$ cat src/rtl/dsd_mon_pkg.sv
// Shared types for the DSD validity monitor.
package dsd_mon_pkg;
    // Detector enables held in the configuration register.
    typedef struct packed {
        logic static_en;
        logic invalid_en;
    } det_cfg_t;

    // Reset value: static detection on, invalid detection off.
    localparam det_cfg_t CFG_RESET = '{static_en: 1'b1, invalid_en: 1'b0};
endpackage

$ cat src/rtl/dsd_win_track.sv
// Sliding bit-history window for one channel.
// Keeps the last WIN bits, a running ones count and a saturating fill count.
// Assumes the history resets to zero, so subtracting the outgoing bit is
// correct even before the window has filled.
module dsd_win_track #(
    parameter int WIN = 28,
    localparam int CW = $clog2(WIN + 1)
) (
    input  logic          clk,
    input  logic          rst_n,
    input  logic          shift,
    input  logic          din,
    output logic [CW-1:0] ones,
    output logic          full,
    output logic          seen_any,
    output logic          newest
);
    logic [WIN-1:0] hist;
    logic [CW-1:0]  fill;

    // Shift the new bit in and keep the ones count in step.
    always_ff @(posedge clk) begin
        if (!rst_n) begin
            hist <= '0;
            ones <= '0;
        end else if (shift) begin
            hist <= {hist[WIN-2:0], din};
            ones <= ones + CW'(din) - CW'(hist[WIN-1]);
        end
    end

    // Count received bits up to the window length.
    always_ff @(posedge clk) begin
        if (!rst_n)
            fill <= '0;
        else if (shift && fill != CW'(WIN))
            fill <= fill + 1'b1;
    end

    assign full     = (fill == CW'(WIN));
    assign seen_any = (fill != '0);
    assign newest   = hist[0];
endmodule

$ cat src/rtl/dsd_run_len.sv
// Run-length counter for one channel.
// Counts identical consecutive bits, saturating at WIN and restarting
// at 1 on a change of level or on the first bit after reset.
module dsd_run_len #(
    parameter int WIN = 28,
    localparam int CW = $clog2(WIN + 1)
) (
    input  logic          clk,
    input  logic          rst_n,
    input  logic          shift,
    input  logic          din,
    input  logic          prev,
    input  logic          seen_any,
    output logic          stuck
);
    logic [CW-1:0] run;

    // Advance, saturate or restart the run on each sampled bit.
    always_ff @(posedge clk) begin
        if (!rst_n)
            run <= '0;
        else if (shift) begin
            if (!seen_any || din != prev)
                run <= CW'(1);
            else if (run != CW'(WIN))
                run <= run + 1'b1;
        end
    end

    assign stuck = (run == CW'(WIN));
endmodule

$ cat src/rtl/dsd_chan_judge.sv
// Per-channel fault decision.
// Combines the window and run tracking into gated mute and attenuate
// requests, and picks the converter bit for normal or bypass mode.
module dsd_chan_judge #(
    parameter int WIN    = 28,
    parameter int THRESH = 24,
    localparam int CW    = $clog2(WIN + 1)
) (
    input  logic clk,
    input  logic rst_n,
    input  logic shift,
    input  logic din,
    input  logic static_en,
    input  logic invalid_en,
    input  logic bypass,
    output logic dac_bit,
    output logic mute_req,
    output logic atten_req
);
    logic [CW-1:0] ones;
    logic          full, seen_any, newest, stuck, skewed;

    dsd_win_track #(.WIN(WIN)) u_win (
        .clk(clk), .rst_n(rst_n), .shift(shift), .din(din),
        .ones(ones), .full(full), .seen_any(seen_any), .newest(newest)
    );

    dsd_run_len #(.WIN(WIN)) u_run (
        .clk(clk), .rst_n(rst_n), .shift(shift), .din(din),
        .prev(newest), .seen_any(seen_any), .stuck(stuck)
    );

    // Flag a window dominated by either level.
    always_comb begin
        skewed = full && ((ones > CW'(THRESH)) || (CW'(WIN) - ones > CW'(THRESH)));
    end

    assign mute_req  = static_en && stuck;
    assign atten_req = invalid_en && !bypass && skewed;
    assign dac_bit   = bypass ? din : newest;
endmodule

$ cat src/rtl/dsd_validity_monitor.sv
// Top level: multi-channel DSD validity monitor.
// Holds the detector-enable register and instantiates one judge per
// channel. All channels share the bit-clock enable and configuration.
module dsd_validity_monitor #(
    parameter int NCH    = 2,
    parameter int WIN    = 28,
    parameter int THRESH = 24
) (
    input  logic           clk,
    input  logic           rst_n,
    input  logic           bclk_en,
    input  logic [NCH-1:0] dsd_bit,
    input  logic           cfg_we,
    input  logic           cfg_static_d,
    input  logic           cfg_invalid_d,
    input  logic           bypass,
    output logic [NCH-1:0] dac_bit,
    output logic [NCH-1:0] mute_req,
    output logic [NCH-1:0] atten_req,
    output logic           mute_any
);
    import dsd_mon_pkg::*;

    det_cfg_t cfg_q;

    // Configuration register with its defaults applied on reset.
    always_ff @(posedge clk) begin
        if (!rst_n)
            cfg_q <= CFG_RESET;
        else if (cfg_we)
            cfg_q <= '{static_en: cfg_static_d, invalid_en: cfg_invalid_d};
    end

    for (genvar c = 0; c < NCH; c++) begin : g_ch
        dsd_chan_judge #(.WIN(WIN), .THRESH(THRESH)) u_judge (
            .clk(clk), .rst_n(rst_n), .shift(bclk_en), .din(dsd_bit[c]),
            .static_en(cfg_q.static_en), .invalid_en(cfg_q.invalid_en),
            .bypass(bypass), .dac_bit(dac_bit[c]),
            .mute_req(mute_req[c]), .atten_req(atten_req[c])
        );
    end

    assign mute_any = |{mute_req, atten_req};
endmodule

$ cat config.mk
export PLATFORM = sky130hd
export DESIGN_NAME = dsd_validity_monitor
export DESIGN_NICKNAME = d
export VERILOG_FILES = /design/src/rtl/dsd_mon_pkg.sv /design/src/rtl/dsd_win_track.sv /design/src/rtl/dsd_run_len.sv /design/src/rtl/dsd_chan_judge.sv /design/src/rtl/dsd_validity_monitor.sv
export SDC_FILE = /design/constraint.sdc
export NUM_CORES = 1
export LEC_CHECK = 0
export CORE_UTILIZATION = 40
export DETAILED_ROUTE_END_ITERATION = 12
export PLACE_DENSITY = 0.61
export SETUP_SLACK_MARGIN = 0.2
export SYNTH_ARGS = -nofsm -noshare
export SYNTH_HDL_FRONTEND = slang
export SYNTH_SLANG_ARGS = --single-unit
$ cat constraint.sdc
create_clock -name clk -period 3.4 [get_ports clk]
set_clock_uncertainty 0.1 [all_clocks]
set_input_delay 0.51 -clock clk [delete_from_list [all_inputs] [get_ports clk]]
set_output_delay 0.51 -clock clk [all_outputs]
set_load 0.05 [all_outputs]
==> impl_metrics.json <==
{
  "path_max_fanout": 7,
  "tns_ps": 0,
  "synthTopCellsByCount": "dfxtp_1, nor2_1, mux2i_1",
  "rsz0062_at_grt": "false",
  "fin_util_pct": 46.0,
  "cts_setup_buffers": 0,
  "vias": 2771,
  "path_cells": "inv_1 -> ha_1 -> nand4b_1 -> nand4_1 -> a32oi_1 -> or3_1 -> o211ai_2 -> buf_4",
  "diodes": 0,
  "postCtsHoldBufs": 0,
  "cts.repair.resized": 0,
  "cts.path.max_buffers": 2,
  "max_stage_delay_ps": 500,
  "postRouteWirelength_mm": 6.63,
  "grt.overflow.total": 0,
  "min_period_ps": 2940,
  "die-area_um2": 10900,
  "cp_slowest_cell": "dfxtp_1",
  "path_clk_slew_ps": 100,
  "finalCritPeriodShare_pct": 86.6,
  "hp-class": "reg2reg",
  "dieWidth_um": 104,
  "dp_hpwl_mm": 4.53,
  "arrival_ps": 2330,
  "start_util_pct": 42.1,
  "outcome": "completed",
  "avgViaCountPerCell": 4.82,
  "grt_max_degree": 47,
  "insertion_delay_ps": 370,
  "cts_htree_levels": 3,
  "fillCellCount": 956,
  "cp-end-kind": "primary output",
  "min_path_cells": 2,
  "seq_area_frac_synth_pct": 42.0,
  "r2r-end": "g_ch[1].u_judge.u_win.ones[4]$_SDFFE_PN0P_",
  "ios": 16,
  "holdWs_ps": 400,
  "area_delta_synth_final_pct": 9.38,
  "fmaxAchievable_ghz": 0.340,
  "drt-met1-wl_mm": 3.43,
  "synth_area_leaders": "dfxtp_1, mux2i_1, ha_1",
  "topRoutingLayerUsed": "met4",
  "yosysWarnings": 0,
  "cts_buffers": 9,
  "power_mw": 2.11,
  "cts-root-buf": "clkbuf_8",
  "min_from": "g_ch[0].u_judge.u_win.hist[14]$_SDFFE_PN0P_",
  "dieHeight_um": 104,
  "worstHoldEndpoint": "g_ch[0].u_judge.u_win.hist[15]$_SDFFE_PN0P_",
  "core_um2": 9950,
  "r2r_slack_ps": 1190,
  "drc": 0,
  "antenna_found_initial": 0,
  "drive_above_1_share_pct": 8.82,
  "required_ps": 2790,
  "clock-sinks": 88,
  "crit_family": "simple AND/OR/NAND/NOR gates",
  "wire_per_inst_um": 11.5,
  "tightest_slew_ps": 670,
  "max_slew_margin_pct": 55.3,
  "grt_usage_pct": 13.3,
  "netlist_instances": 435,
  "synth_area_um2": 4190,
  "grt_pass1_wl_mm": 11.7,
  "fin_nets": 476,
  "drt-initial-drc-count": 117,
  "syn_area_per_cell_um2": 9.63,
  "synth_top_flop_cell": "dfxtp_1",
  "synth_edf_count": 0,
  "gp_congestion": 0.748,
  "drv_cap": 0,
  "grt_pass1_vias": 2627,
  "total_leakage_power_nw": 1.99,
  "portBuffers": 15,
  "synth_nets": 474,
  "rr_worst_depth": 11,
  "synth_largest_area_cell": "dfxtp_1",
  "ys_types": 43,
  "r2r-start": "g_ch[1].u_judge.u_win.ones[0]$_SDFFE_PN0P_",
  "finalHoldViolCount": 0,
  "rows": 36,
  "critPathKind": "reg2out",
  "powerDensity_nw_per_um2": 461,
  "postRouteAntennaNets": 0,
  "drv_slew": 0,
  "route.met2.wl_mm": 2.84,
  "synthArstFlopShare_pct": 0,
  "yosysTopAreaCellShare_pct": 42.0,
  "crit_buf_inv": 2,
  "ys_ff_latch": 88,
  "dr.pass1.iters": 4,
  "cts_tree": "built",
  "setup_violations": 0,
  "startpoint_type": "flop",
  "wl_met3_um": 252,
  "ir_worst_vdd_mv": 0.219
}
[final cells by class]
type                       instances  area (um^2)  share of cell area (%)
clock buffer                       9          124                    2.70
clock inverter                     7         78.8                    1.72
inverter                          30          113                    2.46
multi-input combinational        290         2150                    47.0
sequential                        88         1760                    38.4
tap                              133          166                    3.63
timing repair buffer              18          188                    4.10
[worst max-delay path by stage]
stage,from,to,cells past startpoint
after global routing,g_ch[1].u_judge.u_win.ones[1]$_SDFFE_PN0P_,mute_any,8
after floorplan,g_ch[1].u_judge.u_win.ones[1]$_SDFFE_PN0P_,atten_req[1],8
after detailed placement,bypass,dac_bit[1],3
after global placement,bypass,dac_bit[1],3
final,g_ch[1].u_judge.u_win.ones[1]$_SDFFE_PN0P_,mute_any,8
after CTS,g_ch[1].u_judge.u_win.ones[1]$_SDFFE_PN0P_,mute_any,8
[power by group]
part	switching (mW)	internal (mW)	leakage, nW
Combinational	0.150	0.134	1.17
Sequential	0.0396	1.06	0.713
Clock	0.431	0.297	0.105
Total	0.621	1.49	1.99
[worst min-delay path, stage by stage (launching register included)]
cell and delay [ps]:
dfxtp_1 340, mux2i_1 70, nor2_1 70
[flip-flops by register name, summed over array words and instances, names as in the netlist]
signal                   count
g_ch.u_judge.u_win.ones     10
g_ch.u_judge.u_run.run      10
g_ch.u_judge.u_win.fill     10
cfg_q                        2
g_ch.u_judge.u_win.hist     56
[cell usage in the layout, fill, tap and decap left out, types with 3 or more instances in the layout]
cell and instances:
a21oi_1 10, o211ai_1 3, nand4_1 12, xnor2_1 7, ha_1 28, a211oi_1 7, a21o_1 4, nand3_1 3
clkbuf_8 9, and3_1 4, a22oi_1 3, inv_8 4, o21ai_0 7, or3_1 4, dfxtp_1 88, nor2_1 88
mux2i_1 61, buf_4 5, and2_1 3, clkdlybuf4s50_1 11, inv_1 29, a31o_2 3, nand2_1 10, xor2_1 8
[per-layer routing]
metal  GRT usage, %  up-vias
li1               -     1465
met1           16.6     1262
met2           21.1       34
met3           4.32       10
met4           5.20        0
met5              0        -
[through the flow]
stage / setup slack (ps) / instances / area (um^2)
after floorplan: 1080 / 435 / 4190
after global placement: 622 / 559 / 4380
after detailed placement: 606 / 559 / 4380
after CTS: 398 / 575 / 4580
after global routing: 284 / 575 / 4580
final: 457 / 575 / 4580
[logic make-up after synthesis]
family	share of synthesized area, %
and+or+nand+nor	14.5
buffers and inverters	6.60
DFF	42.0
muxes	15.1
adders and majority gates	9.32
xor gates and xnor gates	3.91
AOI/OAI and AO/OA	8.57
No activity file was read; power rests on OpenSTA's default activity.
